===== src/rtl/hd_pkg.sv =====
package hd_pkg;
  typedef enum logic {
    HD_IDLE = 1'b0,
    HD_RUN  = 1'b1
  } hd_state_t;
endpackage


===== src/rtl/hd_clear_low.sv =====
module hd_clear_low #(
  parameter int W = 16
) (
  input  logic [W-1:0] val_i,
  output logic [W-1:0] next_o,
  output logic         nz_o
);
  // Remove the lowest set bit of the working value.
  always_comb begin
    next_o = val_i & (val_i - W'(1));
    nz_o   = |val_i;
  end
endmodule


===== src/rtl/hd_counter.sv =====
module hd_counter #(
  parameter int CW = 5
) (
  input  logic          clk,
  input  logic          rst,
  input  logic          clr_i,
  input  logic          inc_i,
  output logic [CW-1:0] q_o
);
  always_ff @(posedge clk) begin
    if (rst || clr_i) q_o <= '0;
    else if (inc_i)   q_o <= q_o + CW'(1);
  end
endmodule


===== src/rtl/hd_ctrl.sv =====
module hd_ctrl
  import hd_pkg::*;
(
  input  logic clk,
  input  logic rst,
  input  logic start_i,
  input  logic nz_i,
  output logic load_o,
  output logic step_o,
  output logic finish_o,
  output logic busy_o
);
  hd_state_t state_q;

  always_comb begin
    load_o   = (state_q == HD_IDLE) && start_i;
    step_o   = (state_q == HD_RUN) && nz_i;
    finish_o = (state_q == HD_RUN) && !nz_i;
    busy_o   = (state_q == HD_RUN);
  end

  always_ff @(posedge clk) begin
    if (rst)           state_q <= HD_IDLE;
    else if (load_o)   state_q <= HD_RUN;
    else if (finish_o) state_q <= HD_IDLE;
  end
endmodule


===== src/rtl/hamdist_iter.sv =====
module hamdist_iter #(
  parameter int WIDTH = 16,
  localparam int CNT_W = $clog2(WIDTH) + 1
) (
  input  logic             clk,
  input  logic             rst,
  input  logic             start_i,
  input  logic [WIDTH-1:0] op_a_i,
  input  logic [WIDTH-1:0] op_b_i,
  output logic             busy_o,
  output logic             done_o,
  output logic [CNT_W-1:0] dist_o
);
  logic [WIDTH-1:0] work_q;
  logic [WIDTH-1:0] work_next;
  logic             work_nz;
  logic             load;
  logic             step;
  logic             finish;
  logic [CNT_W-1:0] count;

  hd_clear_low #(.W(WIDTH)) u_clear (
    .val_i  (work_q),
    .next_o (work_next),
    .nz_o   (work_nz)
  );

  hd_ctrl u_ctrl (
    .clk      (clk),
    .rst      (rst),
    .start_i  (start_i),
    .nz_i     (work_nz),
    .load_o   (load),
    .step_o   (step),
    .finish_o (finish),
    .busy_o   (busy_o)
  );

  hd_counter #(.CW(CNT_W)) u_count (
    .clk   (clk),
    .rst   (rst),
    .clr_i (load),
    .inc_i (step),
    .q_o   (count)
  );

  always_ff @(posedge clk) begin
    if (rst)       work_q <= '0;
    else if (load) work_q <= op_a_i ^ op_b_i;
    else if (step) work_q <= work_next;
  end

  always_ff @(posedge clk) begin
    if (rst) begin
      done_o <= 1'b0;
      dist_o <= '0;
    end else begin
      done_o <= finish;
      if (finish) dist_o <= count;
    end
  end
endmodule


===== config.mk =====
export PLATFORM = sky130hd
export DESIGN_NAME = hamdist_iter
export DESIGN_NICKNAME = d
export VERILOG_FILES = /design/src/rtl/hd_pkg.sv /design/src/rtl/hd_clear_low.sv /design/src/rtl/hd_counter.sv /design/src/rtl/hd_ctrl.sv /design/src/rtl/hamdist_iter.sv
export SDC_FILE = /design/constraint.sdc
export NUM_CORES = 1
export LEC_CHECK = 0
export BUFFER_PORTS_ARGS = -buffer_cell sky130_fd_sc_hd__buf_2
export CAP_MARGIN = 20
export CORE_MARGIN = 2
export CORE_UTILIZATION = 40
export DETAILED_ROUTE_END_ITERATION = 6
export SYNTH_ARGS = -nofsm -noshare
export SYNTH_HDL_FRONTEND = slang
export SYNTH_SLANG_ARGS = --single-unit
export TNS_END_PERCENT = 30

===== constraint.sdc =====
create_clock -name clk -period 4.8 [get_ports clk]
set_input_delay 0.48 -clock clk [delete_from_list [all_inputs] [get_ports clk]]
set_output_delay 0.48 -clock clk [all_outputs]
set_load 0.05 [all_outputs]

==> insert_results.sql, run 1 <==
INSERT INTO impl_metrics (metric_group, metric, value, unit) VALUES
('critical_path', 'worst_path_required', '5.04', 'ns'),
('finish', 'sequential_cell_area', '561', 'µm²'),
('sta', 'slew_of_the_pin_with_the_lowest_slew_margin', '0.605', 'ns'),
('clock_network', 'clk_latency', '0.34', 'ns'),
('floorplanning', 'die_h', '63.8', 'µm'),
('detailed_routing', 'detail_route.vias_per_cell', '5.17', ''),
('placement', 'hpwlAfterDp', '2220', 'µm'),
('clock_network', 'cts_tree', 'yes', ''),
('logic_synthesis', 'yosysWarnings', '0', ''),
('finish', 'layout_common_cells', '41 x sky130_fd_sc_hd__buf_2, 28 x sky130_fd_sc_hd__dfxtp_1, 16 x sky130_fd_sc_hd__nand2_1', ''),
('clock_network', 'clk_pin_slew_worst_paths', '0.16', 'ns'),
('detailed_routing', 'routedWlPerCell', '12.2', 'µm'),
('critical_path', 'category_of_the_worst_setup_path_capture_point', 'flop', ''),
('finish', 'flow.area_growth_from_synthesis', '19.7', '%'),
('pwr', 'switching_power_total', '0.145', 'mW'),
('clock_network', 'cts-root-buf', 'sky130_fd_sc_hd__clkbuf_4', ''),
('clock_network', 'cts_resized', '0', ''),
('critical_path', 'critical_path_arrival', '2.58', 'ns'),
('finish', 'final_design_area_no_fill', '1710', 'µm²'),
('detailed_routing', 'detailedRoute.firstIterationViolations', '49', ''),
('global_route', 'grt_usage', '15.3', '%'),
('detailed_routing', 'postRouteAntennaNets', '0', ''),
('clock_network', 'post_cts_hold_buffer_count', '0', ''),
('critical_path', 'critical_path.startpoint_type', 'flop', ''),
('floorplanning', 'core_area', '3390', 'µm²'),
('sta', 'slew_headroom', '59.6', '%'),
('sta', 'fin_skew', '0.0165', 'ns'),
('sta', 'finalWorstPathRequiredPeriod', '2.34', 'ns'),
('finish', 'final_common_cell', 'sky130_fd_sc_hd__buf_2', ''),
('logic_synthesis', 'synth.ff_latch_count', '28', ''),
('logic_synthesis', 'syn_nets', '198', ''),
('outcome', 'status', 'complete, no violations', ''),
('sta', 'timing.final.max_slew_violations', '0', ''),
('finish', 'post_route_cells_drive_above_1_share', '28.1', '%'),
('sta', 'setup_viol_count_final', '0', ''),
('placement', 'io_buffers', '41', ''),
('clock_network', 'tritoncts.num_buffers', '3', ''),
('critical_path', 'path_cells', 'or4_1 -> nor4_2 -> a21boi_1 -> a2111oi_2', ''),
('global_route', 'grt_start_max_net_pins', '34', ''),
('finish', 'layoutNonFillerInstCount', '245', ''),
('finish', 'multiInputGateArea', '825', 'µm²'),
('sta', 'max_fclk', '0.428', 'GHz'),
('pwr', 'post-layout-total-power', '0.524', 'mW'),
('critical_path', 'critical-path-top-delay-family', 'simple AND/OR/NAND/NOR gates', ''),
('finish', 'layout.core_utilization', '50.5', '%'),
('global_route', 'first_pass_grt_wire_length', '5030', 'µm'),
('sta', 'number_of_failing_hold_endpoints_at_the_final_stage', '0', ''),
('pwr', 'combinationalPowerShare', '20.5', '%'),
('detailed_routing', 'drc_violation_count_after_routing', '0', ''),
('logic_synthesis', 'asyncSetResetFlopFracSynth', '0', '%'),
('sta', 'tns', '0', 'ns'),
('logic_synthesis', 'netlist-cell-type-count', '36', ''),
('global_route', 'gr-total-overflow', '0', ''),
('logic_synthesis', 'post_synth_inst_count', '162', ''),
('placement', 'place_congestion', '0.824', ''),
('pwr', 'power_frac_clock', '30.0', '%'),
('logic_synthesis', 'synth_enable_flop_cells', '0', ''),
('logic_synthesis', 'syn_area_per_cell', '8.83', 'µm²'),
('pwr', 'power-per-cell-area', '306', 'nW/µm²'),
('floorplanning', 'die_w', '63.8', 'µm'),
('placement', 'place_area', '1660', 'µm²'),
('pwr', 'cellInternalPower', '0.379', 'mW'),
('finish', 'diodes', '0', ''),
('pwr', 'vdd_drop_max', '0.000128', 'V'),
('floorplanning', 'floorplan.rows', '21', ''),
('pwr', 'power_leakage', '0.678', 'nW'),
('finish', 'fill_cells', '343', ''),
('pwr', 'sw_frac_of_total', '27.7', '%'),
('global_route', 'grt_pass1_vias', '1213', ''),
('logic_synthesis', 'ys_seq_area_share', '39.2', '%'),
('logic_synthesis', 'postSynth.topFlopCell', 'sky130_fd_sc_hd__dfxtp_1', '');
stage by stage:
step	hold WS, ns	worst slack, ns
global route	0.424	2.30
global placement	0.457	2.66
finish	0.407	2.46
CTS	0.407	2.46
detailed placement	0.461	2.50
floorplan	0.444	2.60
power groups by stage:
stage	Sequential [mW]	Clock [mW]	Combinational [mW]
floorplan	0.263	0	0.0769
global placement	0.263	0	0.105
detailed placement	0.264	0	0.108
CTS	0.259	0.161	0.109
global route	0.261	0.169	0.120
finish	0.259	0.157	0.108
synthesized netlist by cell type, types with 3 or more instances:
cell type	count	area, µm²
sky130_fd_sc_hd__dfxtp_1	28	561
sky130_fd_sc_hd__clkbuf_1	8	30.0
sky130_fd_sc_hd__o21ai_0	4	20.0
sky130_fd_sc_hd__nor3_1	5	25.0
sky130_fd_sc_hd__or3_1	3	18.8
sky130_fd_sc_hd__nand3_1	4	20.0
sky130_fd_sc_hd__nor2_1	11	41.3
sky130_fd_sc_hd__a211oi_1	5	37.5
sky130_fd_sc_hd__a21oi_1	10	50.1
sky130_fd_sc_hd__xor2_1	8	70.1
sky130_fd_sc_hd__mux2i_1	9	90.1
sky130_fd_sc_hd__xnor2_1	8	70.1
sky130_fd_sc_hd__nand2b_1	13	81.3
sky130_fd_sc_hd__nand2_1	16	60.1
registers in the layout, summed over array words and instances (netlist names):
| name | flops |
|---|---|
| work_q | 16 |
| u_count.q_o | 5 |
| done_o | 1 |
| dist_o | 5 |
| u_ctrl.busy_o | 1 |
per-layer routing:
layer / vias to the layer above / share of wire [%] / routed length [µm] / track usage [%]
met5: - / 0 / 0 / 0
met4: 0 / 1.1 / 34 / 5.71
met3: 4 / 3.9 / 117 / 2.11
met2: 30 / 49 / 1450 / 27.6
met1: 585 / 46 / 1380 / 18.3
li1: 648 / - / - / -
layout make-up:
cell class                      instances  share of cell area [%]
Tap cell                               46                    3.36
Multi-Input combinational cell        124                    48.2
Inverter                                1                   0.219
Clock inverter                          1                    1.75
Sequential cell                        28                    32.7
Timing Repair Buffer                   42                    12.4
Clock buffer                            3                    1.32
cells by family after synthesis:
family | after synthesis | synth area share (%)
AOI/OAI and AO/OA | 29 | 13.3
xor gates and xnor gates | 16 | 9.80
adders and majority gates | 1 | 0.875
buffers and inverters | 10 | 3.15
DFF | 28 | 39.2
muxes | 10 | 7.09
and+or+nand+nor | 68 | 26.6
worst paths after layout:
path | startpoint | endpoint | slack [ns] | cells after the start
worst min register to register | dist_o[3] | dist_o[3] | 0.48 | 2
worst max-delay path | work_q[12] | work_q[0] | 2.46 | 4
worst min-delay path | op_a_i[14] | work_q[14] | 0.41 | 4
worst max register to register | work_q[12] | work_q[0] | 2.46 | 4
worst min-delay path, delay by kind of cell:
kind	cells	cell delay [ns]
compound gates	1	0.05
buf+inv	1	0.08
simple gates	1	0.06
xor+xnor	1	0.05
No activity file was read; power rests on OpenSTA's default activity.
==> run 2, diff against run 1 <==
PLACE_DENSITY = 0.67   (was unset)
clock period = 2 ns   (was 4.8 ns; I/O delays follow)
==> run 2 against run 1 <==
Against the previous run: the flow now finishes with violations (setup timing); via count increased by 1.6%; first-iteration DRC count decreased by 35%; combinational power increased to 2.9 times the previous value; non-clock buffer count increased by 9; cell area increased by 5.8%; count of clock-buffer cells in the layout increased by 1; clock power increased by 79%; utilization increased by 2.9 points; die area unchanged; sequential cell count unchanged; global-route usage increased by 0.086 points.
==> insert_results.sql, run 2 (synthesis results as in run 1) <==
INSERT INTO impl_metrics (metric_group, metric, value, unit) VALUES
('critical_path', 'category_of_the_worst_setup_path_capture_point', 'flop', ''),
('outcome', 'failed_checks', 'setup timing', ''),
('clock_network', 'cts_htree_levels', '1', ''),
('critical_path', 'crit_path_frequent_cell', 'sky130_fd_sc_hd__or4_4', ''),
('sta', 'setup_viol_count_final', '1', ''),
('pwr', 'sw_frac_of_total', '29.5', '%'),
('pwr', 'power_leakage', '0.724', 'nW'),
('worst_hold_path', 'hold_path.class', 'in -> reg', ''),
('placement', 'io_buffers', '41', ''),
('critical_path', 'crit_path_max_fanout', '5', ''),
('floorplanning', 'ioPinCount', '42', ''),
('finish', 'final_design_area_no_fill', '1810', 'µm²'),
('floorplanning', 'fp.dieArea', '4070', 'µm²'),
('sta', 'final_min_period_over_clock_period', '100', '%'),
('pwr', 'cellInternalPower', '0.859', 'mW'),
('floorplanning', 'floorplan.rows', '21', ''),
('global_route', 'grt_start_max_net_pins', '34', ''),
('sta', 'max_fclk', '0.500', 'GHz'),
('sta', 'slew_of_the_pin_with_the_lowest_slew_margin', '0.540', 'ns'),
('pwr', 'power-per-cell-area', '673', 'nW/µm²'),
('critical_path', 'critical_path_arrival', '2.27', 'ns'),
('finish', 'biggest_regs', 'work_q: 16 flops, dist_o: 5 flops, u_count.q_o: 5 flops', ''),
('global_route', 'gr-total-overflow', '0', ''),
('clock_network', 'post_cts_hold_buffer_count', '0', ''),
('sta', 'number_of_failing_hold_endpoints_at_the_final_stage', '0', ''),
('detailed_routing', 'vias', '1287', ''),
('clock_network', 'cts_tree', 'yes', ''),
('critical_path', 'cp_slowest_cell', 'sky130_fd_sc_hd__or4_4', ''),
('clock_network', 'clkSinkCount', '28', ''),
('pwr', 'switching_power_total', '0.360', 'mW'),
('critical_path', 'number_of_cells_on_the_critical_path', '5', ''),
('outcome', 'status', 'finished with violations', ''),
('finish', 'top_register', 'work_q', ''),
('placement', 'place_congestion', '0.805', ''),
('critical_path', 'worst_path_required', '2.27', 'ns'),
('sta', 'rsz0062_at_grt', 'true', ''),
('critical_path', 'timing.critical_path.from', 'work_q[1]', ''),
('critical_path', 'worst_path_largest_cell_delay', '0.57', 'ns'),
('critical_path', 'critical_path.startpoint_type', 'flop', ''),
('detailed_routing', 'routedWlPerCell', '11.8', 'µm'),
('finish', 'final_common_cell', 'sky130_fd_sc_hd__buf_2', ''),
('clock_network', 'clk_latency', '0.32', 'ns'),
('floorplanning', 'die_w', '63.8', 'µm'),
('finish', 'post_route_cells_drive_above_1_share', '35.1', '%'),
('worst_hold_path', 'hp-start', 'op_a_i[14]', ''),
('pwr', 'combinationalPowerShare', '25.6', '%'),
('sta', 'timing.final.ws_setup', '-0.00136', 'ns'),
('pwr', 'power.sequential.fraction', '51.3', '%'),
('worst_hold_path', 'timing.hold.worst_path_depth', '4', ''),
('floorplanning', 'core_area', '3390', 'µm²'),
('placement', 'hpwlAfterDp', '2330', 'µm'),
('clock_network', 'cts-root-buf', 'sky130_fd_sc_hd__clkbuf_4', ''),
('finish', 'fill_cells', '313', ''),
('detailed_routing', 'detailedRoute.firstIterationViolations', '32', ''),
('detailed_routing', 'totalWireLength', '3010', 'µm'),
('global_route', 'grt_antenna_before_repair', '0', ''),
('sta', 'finalWorstPathRequiredPeriod', '2.00', 'ns'),
('global_route', 'grt_pass1_vias', '1170', ''),
('critical_path', 'critical_path.n_buffers_inverters', '1', ''),
('finish', 'layout_common_cells', '41 x sky130_fd_sc_hd__buf_2, 24 x sky130_fd_sc_hd__dfxtp_1, 16 x sky130_fd_sc_hd__nand2_1', ''),
('critical_path', 'path_cells', 'or4_4 -> or4_4 -> nor3_4 -> buf_12 -> mux2i_1', ''),
('sta', 'fin_skew', '0.00222', 'ns'),
('placement', 'pre_cts_slack', '-0.0637', 'ns'),
('clock_network', 'clk_pin_slew_worst_paths', '0.15', 'ns'),
('placement', 'place_area', '1720', 'µm²'),
('sta', 'slew_headroom', '64.0', '%'),
('detailed_routing', 'drc_violation_count_after_routing', '0', ''),
('critical_path', 'worstSetupPathType', 'reg -> reg', ''),
('critical_path', 'critical-path-top-delay-family', 'simple AND/OR/NAND/NOR gates', ''),
('floorplanning', 'die_h', '63.8', 'µm'),
('detailed_routing', 'drt_first_pass_iters', '4', ''),
('sta', 'timing.final.max_slew_violations', '0', ''),
('pwr', 'vdd_drop_max', '0.000296', 'V'),
('finish', 'flow.area_growth_from_synthesis', '26.6', '%'),
('finish', 'diodes', '0', ''),
('run', 'maxCapViolations', '0', ''),
('detailed_routing', 'postRouteAntennaNets', '0', ''),
('global_route', 'grt_usage', '15.4', '%'),
('critical_path', 'r2r.worst_path.cells', '5', ''),
('clock_network', 'tritoncts.num_buffers', '3', ''),
('global_route', 'first_pass_grt_wire_length', '5080', 'µm'),
('clock_network', 'clk_path_buf_depth', '2', ''),
('floorplanning', 'initial_core_util', '42.2', '%'),
('pwr', 'power_frac_clock', '23.1', '%'),
('critical_path', 'reg2reg_from', 'work_q[1]', ''),
('finish', 'num-nets-final', '245', ''),
('detailed_routing', 'detail_route.vias_per_cell', '5.07', ''),
('finish', 'largest_reg_flops', '16', '');
[run 2: cell types whose count changed in the layout (fill, tap and decap cells not counted), sizes merged]
cell,previous run,this run
buf,42,51
bufinv,1,0
clkbuf,3,4
[run 2: final cells by class]
class	count	area, µm²	area share, %
inverter	1	3.75	0.207
multi-input combinational	124	851	47.0
sequential	28	566	31.2
timing repair buffer	51	297	16.4
tap	46	57.6	3.18
clock buffer	4	36.3	2.00
[run 2: final timing paths]
| kind | end | slack, ns |
|---|---|---|
| worst max-delay path | dist_o[0] | -0.001 |
| worst min-delay path | work_q[14] | 0.15 |
| worst max register to register | dist_o[0] | -0.001 |
| worst min register to register | dist_o[1] | 0.49 |
[run 2: stage by stage]
stage / power (mW) / hold WS, ns / cells / setup TNS, ns / utilization, %
CTS: 1.21 / 0.147 / 254 / -0.000102 / 52.8
finish: 1.22 / 0.148 / 254 / -0.00136 / 53.4
global placement: 0.924 / 0.457 / 249 / 0 / 50.9
detailed placement: 0.933 / 0.467 / 249 / -0.320 / 50.9
global route: 1.29 / 0.147 / 254 / -0.387 / 53.4
floorplan: 0.820 / 0.379 / 162 / -0.223 / -
[run 2: worst register-to-register path: stages, from the launching register on]
cell and delay (ns):
sky130_fd_sc_hd__dfxtp_2 0.37, sky130_fd_sc_hd__or4_4 0.53, sky130_fd_sc_hd__or4_4 0.57, sky130_fd_sc_hd__nor3_4 0.17
sky130_fd_sc_hd__buf_12 0.14, sky130_fd_sc_hd__mux2i_1 0.18
[run 2: what timing repair did]
action                     CTS  global route
setup endpoints to repair    8            14
buffers inserted             1             0
gates resized for setup      2             7
pin swaps                    1             2
[run 2: layer usage]
metal,vias to the layer above,GRT usage (%),share of wire (%)
met3,2,2.11,4.2
met4,0,3.26,0.33
met2,36,26.8,48
li1,663,-,-
met1,586,20.2,47
met5,-,0,0
[run 2: power by group through the flow]
| stage | Combinational, mW | Clock (mW) | Sequential [mW] |
|---|---|---|---|
| CTS | 0.306 | 0.282 | 0.622 |
| global placement | 0.292 | 0 | 0.632 |
| finish | 0.312 | 0.281 | 0.626 |
| floorplan | 0.188 | 0 | 0.632 |
| global route | 0.344 | 0.310 | 0.632 |
| detailed placement | 0.299 | 0 | 0.634 |
==> run 3, diff against run 2 <==
PLACE_DENSITY = unset   (was 0.67)
clock period = 1.87 ns   (was 2 ns; I/O delays follow)
==> run 3 against run 2 <==
Against the previous run: the run still ends with setup timing left; fmax is 2.4% higher; sequential share of layout area down 1.9 points; non-clock buffer count is 8 higher; count of clock-buffer cells in the layout decreased by 1; setup slack lost 0.084 ns; via count grew 3.2%; first-iteration DRC count is 34% higher; critical path depth is the same; die area unchanged; largest power group unchanged.
==> insert_results.sql, run 3 (synthesis results as in run 1) <==
INSERT INTO impl_metrics (metric_group, metric, value, unit) VALUES
('critical_path', 'category_of_the_worst_setup_path_capture_point', 'flop', ''),
('floorplanning', 'fp.dieArea', '4070', 'µm²'),
('finish', 'num-nets-final', '253', ''),
('critical_path', 'critical_path.startpoint_type', 'flop', ''),
('sta', 'timing.final.max_slew_violations', '0', ''),
('sta', 'slew_headroom', '62.5', '%'),
('sta', 'rsz0062_at_grt', 'true', ''),
('critical_path', 'critical-path-top-delay-family', 'simple AND/OR/NAND/NOR gates', ''),
('worst_hold_path', 'hold_path.class', 'in -> reg', ''),
('detailed_routing', 'routedWlPerCell', '12.5', 'µm'),
('finish', 'fill_cells', '323', ''),
('clock_network', 'clkSinkCount', '28', ''),
('sta', 'fin_skew', '0.00714', 'ns'),
('sta', 'tns', '-0.707', 'ns'),
('finish', 'multiInputGateArea', '903', 'µm²'),
('detailed_routing', 'postRouteAntennaNets', '0', ''),
('sta', 'finalWorstPathRequiredPeriod', '1.96', 'ns'),
('critical_path', 'critical_path.n_buffers_inverters', '1', ''),
('floorplanning', 'floorplan.rows', '21', ''),
('clock_network', 'clk_path_buf_depth', '2', ''),
('floorplanning', 'initial_core_util', '42.2', '%'),
('critical_path', 'path_cells', 'or4_4 -> or4_4 -> nor3_4 -> buf_6 -> mux2i_1', ''),
('outcome', 'failed_checks', 'setup timing', ''),
('clock_network', 'clk_latency', '0.33', 'ns'),
('clock_network', 'clk_pin_slew_worst_paths', '0.16', 'ns'),
('finish', 'biggest_regs', 'work_q: 16 flops, dist_o: 5 flops, u_count.q_o: 5 flops', ''),
('global_route', 'gr-total-overflow', '0', ''),
('clock_network', 'tritoncts.num_buffers', '3', ''),
('pwr', 'vdd_drop_max', '0.000329', 'V'),
('sta', 'setup_viol_count_final', '11', ''),
('global_route', 'grt_antenna_before_repair', '0', ''),
('finish', 'largest_reg_flops', '16', ''),
('detailed_routing', 'detailedRoute.firstIterationViolations', '43', ''),
('placement', 'place_congestion', '0.830', ''),
('global_route', 'grt_usage', '16.9', '%'),
('placement', 'io_buffers', '41', ''),
('critical_path', 'crit_path_frequent_cell', 'sky130_fd_sc_hd__or4_4', ''),
('floorplanning', 'ioPinCount', '42', ''),
('finish', 'final_common_cell', 'sky130_fd_sc_hd__buf_2', ''),
('outcome', 'status', 'finished with violations', ''),
('critical_path', 'worstSetupPathType', 'reg -> reg', ''),
('pwr', 'power-per-cell-area', '755', 'nW/µm²'),
('finish', 'top_register', 'work_q', ''),
('clock_network', 'cts_htree_levels', '1', ''),
('floorplanning', 'die_h', '63.8', 'µm'),
('finish', 'layout_common_cells', '41 x sky130_fd_sc_hd__buf_2, 22 x sky130_fd_sc_hd__dfxtp_1, 16 x sky130_fd_sc_hd__nand2_1, 16 x sky130_fd_sc_hd__buf_4, 13 x sky130_fd_sc_hd__nand2b_1', ''),
('sta', 'number_of_failing_hold_endpoints_at_the_final_stage', '0', ''),
('global_route', 'grt_start_max_net_pins', '34', ''),
('detailed_routing', 'drt_first_pass_iters', '4', ''),
('finish', 'sequential_cell_area', '568', 'µm²'),
('sta', 'timing.final.ws_setup', '-0.0852', 'ns'),
('global_route', 'grt_pass1_vias', '1287', ''),
('global_route', 'first_pass_grt_wire_length', '5500', 'µm'),
('clock_network', 'cts_tree', 'yes', ''),
('detailed_routing', 'detail_route.vias_per_cell', '5.07', ''),
('clock_network', 'cts-root-buf', 'sky130_fd_sc_hd__clkbuf_4', ''),
('detailed_routing', 'drc_violation_count_after_routing', '0', ''),
('sta', 'slew_of_the_pin_with_the_lowest_slew_margin', '0.563', 'ns'),
('finish', 'diodes', '0', ''),
('pwr', 'power_leakage', '0.778', 'nW'),
('critical_path', 'crit_path_max_fanout', '5', ''),
('run', 'maxCapViolations', '0', ''),
('critical_path', 'cp_slowest_cell', 'sky130_fd_sc_hd__or4_4', ''),
('detailed_routing', 'vias', '1328', ''),
('placement', 'pre_cts_slack', '-0.135', 'ns'),
('critical_path', 'critical_path_arrival', '2.23', 'ns'),
('detailed_routing', 'totalWireLength', '3290', 'µm'),
('placement', 'hpwlAfterDp', '2400', 'µm'),
('finish', 'flow.area_growth_from_synthesis', '35.2', '%'),
('finish', 'post_route_cells_drive_above_1_share', '41.7', '%'),
('critical_path', 'worst_path_largest_cell_delay', '0.55', 'ns'),
('sta', 'final_min_period_over_clock_period', '105', '%'),
('floorplanning', 'die_w', '63.8', 'µm'),
('clock_network', 'post_cts_hold_buffer_count', '0', ''),
('sta', 'max_fclk', '0.511', 'GHz'),
('floorplanning', 'core_area', '3390', 'µm²'),
('critical_path', 'worst_path_required', '2.14', 'ns');
[run 3: cell count changes in the layout (fill, tap and decap cells not counted), moves of 2 or more]
cell,previous run,this run
sky130_fd_sc_hd__buf_4,8,16
sky130_fd_sc_hd__dfxtp_1,24,22
sky130_fd_sc_hd__dfxtp_2,4,6
sky130_fd_sc_hd__nor4_1,2,0
sky130_fd_sc_hd__nor4_4,0,2
[run 3: worst paths after layout]
check,slack (ns),cells after the start,startpoint,endpoint
setup reg to reg,-0.09,5,work_q[8],dist_o[1]
hold / removal,0.12,4,op_a_i[7],work_q[7]
setup / recovery,-0.09,5,work_q[8],dist_o[1]
hold reg to reg,0.48,2,dist_o[2],dist_o[2]
[run 3: worst min-delay path, cell delays in order]
cell and delay [ns]:
sky130_fd_sc_hd__buf_2 0.08, sky130_fd_sc_hd__xor2_1 0.05, sky130_fd_sc_hd__nand2_1 0.06, sky130_fd_sc_hd__a21oi_1 0.06
[run 3: area by class of cell]
type	instances	share of cell area (%)
multi-input cells	124	46.7
flip-flops and latches	28	29.4
clock buffers	3	1.17
inverters	1	0.194
well taps	46	2.98
repair buffers	59	18.0
clock inverters	1	1.55
[run 3: repair_timing]
item                                    4_1_cts  5_1_grt
setup buffers                                 1        1
endpoints found under the setup margin       20       17
pin swaps                                     3        1
gates resized for setup                      12       10
[run 3: power by group]
part           leakage [nW]  internal, mW  switching, mW  total [mW]
Combinational         0.519         0.195          0.195       0.390
Clock                0.0279         0.217          0.187       0.404
Sequential            0.231         0.635         0.0311       0.666
[run 3: per-stage QoR]
| stage | total power, mW | utilization [%] | hold WS (ns) | std cells | area, µm² |
|---|---|---|---|---|---|
| floorplan | 0.877 | - | 0.366 | 162 | 1440 |
| global route | 1.54 | 57.0 | 0.115 | 262 | 1930 |
| global placement | 1.01 | 52.4 | 0.455 | 256 | 1780 |
| finish | 1.46 | 57.0 | 0.120 | 262 | 1930 |
| CTS | 1.46 | 55.9 | 0.122 | 261 | 1890 |
| detailed placement | 1.02 | 52.4 | 0.459 | 256 | 1780 |
[run 3: metal layers]
layer	GRT usage, %	vias to the layer above	wire [µm]
met5	0	-	0
met4	5.71	0	28
met3	2.29	4	98
met2	30.7	27	1670
met1	20.2	616	1490
li1	-	681	-
